## src/rtl/bcd_chain_pkg.sv

```systemverilog
package bcd_chain_pkg;
  typedef enum logic {
    MODE_DEC   = 1'b0,
    MODE_SIX10 = 1'b1
  } chain_mode_e;

  // wrap value of digit stage idx for the given mode
  function automatic int unsigned stage_max(chain_mode_e m, int unsigned idx);
    if (m == MODE_DEC) return 9;
    if (idx == 0) return 9;
    if (idx == 1) return 5;
    return 0;
  endfunction
endpackage

```

## src/rtl/bcd_mode_ctrl.sv

```systemverilog
module bcd_mode_ctrl
  import bcd_chain_pkg::*;
#(
  parameter int unsigned NUM_DIGITS = 3,
  parameter int unsigned DIGIT_W    = 4
) (
  input  logic                             clk_i,
  input  logic                             rst_ni,
  input  logic                             clr_i,
  input  logic                             mode_i,
  output chain_mode_e                      mode_o,
  output logic [NUM_DIGITS*DIGIT_W-1:0]    max_o
);
  chain_mode_e mode_q;

  always_ff @(posedge clk_i or negedge rst_ni) begin
    if (!rst_ni)    mode_q <= MODE_DEC;
    else if (clr_i) mode_q <= chain_mode_e'(mode_i);
  end

  for (genvar g = 0; g < NUM_DIGITS; g++) begin : g_max
    assign max_o[g*DIGIT_W +: DIGIT_W] = DIGIT_W'(stage_max(mode_q, g));
  end

  assign mode_o = mode_q;

  AST_MODE_HOLD: assert property (@(posedge clk_i) disable iff (!rst_ni)
    !clr_i |=> $stable(mode_q));
endmodule

```

## src/rtl/bcd_digit_stage.sv

```systemverilog
module bcd_digit_stage #(
  parameter int unsigned DIGIT_W = 4
) (
  input  logic               clk_i,
  input  logic               rst_ni,
  input  logic               clr_i,
  input  logic               en_i,
  input  logic [DIGIT_W-1:0] max_i,
  output logic [DIGIT_W-1:0] cnt_o,
  output logic               carry_o
);
  logic [DIGIT_W-1:0] cnt_q;
  logic               at_max;

  // >= rather than == so an out-of-range value can never persist
  assign at_max = (cnt_q >= max_i);

  always_ff @(posedge clk_i or negedge rst_ni) begin
    if (!rst_ni)     cnt_q <= '0;
    else if (clr_i)  cnt_q <= '0;
    else if (en_i)   cnt_q <= at_max ? '0 : cnt_q + 1'b1;
  end

  assign carry_o = en_i & at_max;
  assign cnt_o   = cnt_q;

  AST_DIGIT_RANGE: assert property (@(posedge clk_i) disable iff (!rst_ni)
    cnt_q <= max_i);
  AST_HOLD_IDLE: assert property (@(posedge clk_i) disable iff (!rst_ni)
    (!en_i && !clr_i) |=> $stable(cnt_q));
  AST_WRAP_ZERO: assert property (@(posedge clk_i) disable iff (!rst_ni)
    (en_i && !clr_i && cnt_q == max_i) |=> cnt_q == '0);
  AST_STEP_ONE: assert property (@(posedge clk_i) disable iff (!rst_ni)
    (en_i && !clr_i && cnt_q < max_i) |=> cnt_q == $past(cnt_q) + 1'b1);
endmodule

```

## src/rtl/bcd_chain.sv

```systemverilog
module bcd_chain
  import bcd_chain_pkg::*;
#(
  parameter int unsigned NUM_DIGITS = 3,
  parameter int unsigned DIGIT_W    = 4,
  localparam int unsigned CNT_W     = NUM_DIGITS * DIGIT_W
) (
  input  logic             clk_i,
  input  logic             rst_ni,
  input  logic             clr_i,
  input  logic             evt_i,
  input  logic             mode_i,
  output logic [CNT_W-1:0] count_o,
  output logic             tc_o
);
  chain_mode_e          mode;
  logic [CNT_W-1:0]     max_vec;
  logic [NUM_DIGITS:0]  carry;
  logic                 tc_q;

  bcd_mode_ctrl #(.NUM_DIGITS(NUM_DIGITS), .DIGIT_W(DIGIT_W)) u_mode (
    .clk_i  (clk_i),
    .rst_ni (rst_ni),
    .clr_i  (clr_i),
    .mode_i (mode_i),
    .mode_o (mode),
    .max_o  (max_vec)
  );

  assign carry[0] = evt_i;

  for (genvar g = 0; g < NUM_DIGITS; g++) begin : g_stage
    bcd_digit_stage #(.DIGIT_W(DIGIT_W)) u_stage (
      .clk_i   (clk_i),
      .rst_ni  (rst_ni),
      .clr_i   (clr_i),
      .en_i    (carry[g]),
      .max_i   (max_vec[g*DIGIT_W +: DIGIT_W]),
      .cnt_o   (count_o[g*DIGIT_W +: DIGIT_W]),
      .carry_o (carry[g+1])
    );
  end

  // top carry marks the all-max -> all-zero event
  always_ff @(posedge clk_i or negedge rst_ni) begin
    if (!rst_ni)    tc_q <= 1'b0;
    else if (clr_i) tc_q <= 1'b0;
    else            tc_q <= carry[NUM_DIGITS];
  end

  assign tc_o = tc_q;

  AST_TC_SINGLE: assert property (@(posedge clk_i) disable iff (!rst_ni)
    tc_o |=> !tc_o);
  AST_TC_AT_ZERO: assert property (@(posedge clk_i) disable iff (!rst_ni)
    tc_o |-> count_o == '0);
  AST_CLR_ZERO: assert property (@(posedge clk_i) disable iff (!rst_ni)
    clr_i |=> (count_o == '0 && !tc_o));
  AST_SIX10_HIGH: assert property (@(posedge clk_i) disable iff (!rst_ni)
    mode == MODE_SIX10 |-> count_o[CNT_W-1:2*DIGIT_W] == '0);
endmodule

```

## config.mk

```make
export PLATFORM = sky130hd
export DESIGN_NAME = bcd_chain
export DESIGN_NICKNAME = d
export VERILOG_FILES = /design/src/rtl/bcd_chain_pkg.sv /design/src/rtl/bcd_mode_ctrl.sv /design/src/rtl/bcd_digit_stage.sv /design/src/rtl/bcd_chain.sv
export SDC_FILE = /design/constraint.sdc
export NUM_CORES = 1
export LEC_CHECK = 0
export ABC_AREA = 1
export BUFFER_PORTS_ARGS = -buffer_cell sky130_fd_sc_hd__buf_2
export CORE_MARGIN = 1
export CORE_UTILIZATION = 55
export DETAILED_ROUTE_END_ITERATION = 8
export PLACE_DENSITY = 0.79
export SYNTH_ARGS = -nofsm -noshare
export SYNTH_HDL_FRONTEND = slang
export SYNTH_SLANG_ARGS = --single-unit
```

## constraint.sdc

```tcl
create_clock -name clk_i -period 4.15 [get_ports clk_i]
set_input_delay 0.83 -clock clk_i [delete_from_list [all_inputs] [get_ports clk_i]]
set_output_delay 0.83 -clock clk_i [all_outputs]
set_load 0.005 [all_outputs]
```

[Word-level counts from Yosys, hierarchy flattened]
Index checks and enable logic that the tools add are counted.
Word-level totals
  word-level logic and storage cells: 33
  register bits: 14
  output and inout port bits: 13
Cells by class
  bitwise logic cells: 3
  add/sub/neg operators: 3
  mux-type cells: 16
  reduce and logical (&&, ||, !) cells: 3
  order comparisons: 3
Operators by type and width (number)
  2-to-1 mux 4 bit: 13
  adder 4 x 1 -> 4 bit (second input constant): 3
  greater-or-equal comparator 4 bit: 3
  nonzero test 2 bit: 3
  AND 1 bit: 3
  2-to-1 mux 3 bit: 1
  2-to-1 mux 1 bit: 2

[Depth between registers and ports, before layout]
  word-level depth: 8
  gate-level depth with buffers: 9

[By module]
Synthesis repeated with hierarchy kept, for this count alone.
Second synthesis, totals
  cells, all modules: 157
  area total of the unflattened synthesis: 1137.3 um^2
Modules (own cells, without submodules)
  bcd_digit_stage: seq. area each 100.1 um^2, times used 3, area an instance 322.8 um^2, cells each 45
  bcd_mode_ctrl: seq. area each 25.0 um^2, times used 1, area an instance 133.9 um^2, cells each 19
  bcd_chain: seq. area each 25.0 um^2, times used 1, area an instance 35.0 um^2, cells each 3

[Least setup slack after synthesis]
No wires, ideal clock.
  path kind: input -> register
  from: in clr_i
  to: reg g_stage[0].u_stage.cnt_q[1]
  setup slack: 2698 ps
  stages: 5
  data arrival time: 1327 ps
  cells stage by stage: buf_2 inv_2 buf_6 nand3_1 o22ai_1
On the way
  longest elaborated chain between the ends: 1
  elaborated cells on any way between the ends: 2
  those cells by class: mux: 1; reduce/logical: 1
Ends and longest elaborated chain
  start: declaration: RTL line bcd_chain.sv:10  | input logic clr_i,
  2-to-1 mux 4 bit / nonzero test 2 bit (equally long branches)
  end signal: assignment: RTL line bcd_digit_stage.sv:21  | else if (en_i) cnt_q <= at_max ? '0 : cnt_q + 1'b1;
  end: declaration: RTL line bcd_digit_stage.sv:12  | logic [DIGIT_W-1:0] cnt_q;
Parallel ways exist; a longest one is shown, timed or not.
A chain may end at the register's enable or synchronous reset.

[Final worst setup path]
  from: reg g_stage[2].u_stage.cnt_q[0]
  to: out count_o[8]
RTL lines
  start: declaration: RTL line bcd_digit_stage.sv:12
  start signal: assignment: RTL line bcd_digit_stage.sv:21
  end: declaration: RTL line bcd_chain.sv:13  | output logic [CNT_W-1:0] count_o,
No word-level cell between the ends.

==> results.sh <==
export IMPL_relSlewSlack=0.784
export IMPL_track_usage=0.224
export IMPL_dp_hpwl_um=1370
export IMPL_clk_pin_slew_worst_paths_ns=0.09
export IMPL_holdBufCountCts=0
export IMPL_grt_ovfl_total=0
export IMPL_r2r_start="g_stage[2].u_stage.cnt_o[0]$_DFFE_PN0P_"
export IMPL_peakVddDrop_uv=172
export IMPL_drt_vias_per_instance=5.53
export IMPL_syn_avg_cell_area_um2=8.32
export IMPL_drt_iter0_drc=27
export IMPL_worstSkewPairLatency_ns=0.29
export IMPL_root_buffer="clkbuf_4"
export IMPL_drcViolationCount=2
export IMPL_nNetsFinal=149
export IMPL_yosysUniqueCellTypes=26
export IMPL_die_h_um=43.3
export IMPL_place_area_um2=1030
export IMPL_port_buffers=17
export IMPL_synth_edff_count=0
export IMPL_cts_tree="done"
export IMPL_antenna_cells=0
export IMPL_synthFlopType="dfrtp_1"
export IMPL_cp_arrival_ns=0.90
export IMPL_syn_nets=129
export IMPL_critPathBufInv=1
export IMPL_start_util=0.603
export IMPL_finClkSkew_ns=0.00506
export IMPL_power_density_nw_per_um2=261
export IMPL_clock_path_buffers=2
export IMPL_status="complete, but fails checks"
export IMPL_wirelength_um=1820
export IMPL_io_pins=18
export IMPL_rows=14
export IMPL_p_leak_nw=0.604
export IMPL_first_pass_iters=6
export IMPL_final_layout_size_suffix_gt1_frac=0.250
export IMPL_worstPathMaxFanout=6
export IMPL_crit_slowest_cell="dfrtp_1"
export IMPL_final_antenna_net_count=0
export IMPL_cap_violations=0
export IMPL_rr_worst_depth=7
export IMPL_rr_endpoint="g_stage[2].u_stage.cnt_o[2]$_DFFE_PN0P_"
export IMPL_cts_made_buffers=3
export IMPL_finalCritPeriodShare=0.417
export IMPL_finalMaxSlewViolations=0
export IMPL_r2r_slack_ns=2.61
export IMPL_grt_max_degree=15
export IMPL_cp_depth=1
export IMPL_gp_congestion=0.854
export IMPL_critical_path_class="flip-flop to output pin"
export IMPL_wl_per_cell_um=12.3
export IMPL_finalSetupViolations=0
export IMPL_synth_seq_cells=14
export IMPL_grt_pass1_vias=740
export IMPL_cp_end_kind="output pin"
export IMPL_rsz0062_at_grt="no"
export IMPL_violations="DRC"
export IMPL_core_um2=1560
export IMPL_cp_start_kind="flip-flop"
export IMPL_syn_inst=113
export IMPL_die_w_um=43.3
export IMPL_syn_area_um2=940
export IMPL_critPathTopFamily="flip-flops"
export IMPL_antenna_found_initial=0
export IMPL_tns_ns=0
export IMPL_htreeDepth=1
export IMPL_max_stage_delay_ns=0.46
export IMPL_worstPathCellList="buf_2"
export IMPL_hold_class="primary input to asynchronous set/reset pin"
export IMPL_via_count=818
export IMPL_n_fill_cell=124
export IMPL_synthArstFlopShare=1.00
export IMPL_fin_area_um2=1060
export IMPL_grt_pass1_wl_um=3080
export IMPL_clock_sinks=14
export IMPL_syn2layout_area_growth_pct=13.3
export IMPL_die_area_um2=1880
export IMPL_finalHoldViolations=0
export IMPL_yosysWarnings=0
export IMPL_fmax_mhz=577
export IMPL_post_cts_resized=0
export IMPL_seq_area_frac_synth=0.373
export IMPL_min_period_ns=1.73
export IMPL_worstMarginPinSlew_ns=0.325
export IMPL_cts_setup_buffers=0
export IMPL_critical_path_required_ns=3.32
-- worst max path at each step --
stage	start	slack, ns	to
final	g_stage[2].u_stage.cnt_o[0]$_DFFE_PN0P_	2.42	count_o[8]
after CTS	g_stage[2].u_stage.cnt_o[1]$_DFFE_PN0P_	2.42	count_o[9]
after global routing	g_stage[2].u_stage.cnt_o[1]$_DFFE_PN0P_	2.37	count_o[9]
after detailed placement	clr_i	2.53	g_stage[0].u_stage.cnt_o[2]$_DFFE_PN0P_
after floorplan	clr_i	2.70	g_stage[0].u_stage.cnt_o[1]$_DFFE_PN0P_
after global placement	clr_i	2.59	g_stage[0].u_stage.cnt_o[2]$_DFFE_PN0P_
-- cells in the mapped netlist, types with 2 or more instances --
master / number / area, um^2
a21oi_1: 3 / 15.0
dfrtp_1: 14 / 350
ha_1: 11 / 138
inv_1: 12 / 45.0
inv_2: 2 / 7.51
nand2_1: 22 / 82.6
nand2_2: 2 / 12.5
nand3_1: 14 / 70.1
nand4_1: 5 / 31.3
nor2_1: 8 / 30.0
nor2_2: 2 / 12.5
o21ai_0: 2 / 10.0
o21ai_1: 2 / 10.0
xor2_1: 2 / 17.5
-- sequential cells by signal, indices dropped and copies added (netlist names) --
signal / flops
g_stage.u_stage.cnt_o: 12
u_mode.mode_o: 1
tc_o: 1
-- layout make-up --
type / count / area [um^2] / area share
clock buffer: 4 / 36.3 / 0.0341
inverter: 15 / 57.6 / 0.0541
multi-input combinational: 82 / 515 / 0.484
sequential: 14 / 350 / 0.329
tap: 16 / 20.0 / 0.0188
timing repair buffer: 17 / 85.1 / 0.0799
-- placed cells by master, fill, tap and decap left out, drive strengths merged --
master  count
clkinv      1
ha         11
xor2        2
o21bai      1
clkbuf      4
buf        17
nor2       10
a21oi       5
inv        14
nand4       5
nand3      15
nand2      25
dfrtp      14
o22ai       1
nand3b      1
nor3        1
xnor2       1
o21ai       4
-- metal layers --
metal  up-vias  global-route usage  share of wire
li1        412                   -              -
met1       390               0.282           0.46
met2        12               0.364           0.49
met3         4              0.0500          0.028
met4         0               0.113          0.016
met5         -                   0              0
-- where the power goes --
group,internal (W),leakage [nW],switching [W],total (W)
Clock,0.0000535,0.0210,0.0000494,0.000103
Combinational,0.0000119,0.390,0.0000212,0.0000331
Sequential,0.000139,0.192,0.00000298,0.000142
-- through the flow --
| stage | cells | util | worst slack (ns) | total power [W] | hold slack [ns] |
|---|---|---|---|---|---|
| floorplan | 113 | - | 2.70 | 0.000168 | 0.533 |
| finish | 148 | 0.683 | 2.42 | 0.000278 | 0.417 |
| global placement | 144 | 0.660 | 2.59 | 0.000177 | 0.550 |
| CTS | 148 | 0.683 | 2.42 | 0.000280 | 0.431 |
| detailed placement | 144 | 0.660 | 2.53 | 0.000178 | 0.564 |
| global route | 148 | 0.683 | 2.37 | 0.000290 | 0.440 |
-- kinds of logic after synthesis --
kind of cell	after synthesis	synth area share
DFF	14	0.373
and+or+nand+nor	57	0.296
buffers and inverters	17	0.0786
adders and majority gates	11	0.146
AOI/OAI and AO/OA	11	0.0786
xor gates and xnor gates	3	0.0280
Note: power is estimated with default switching activity, not from simulation.
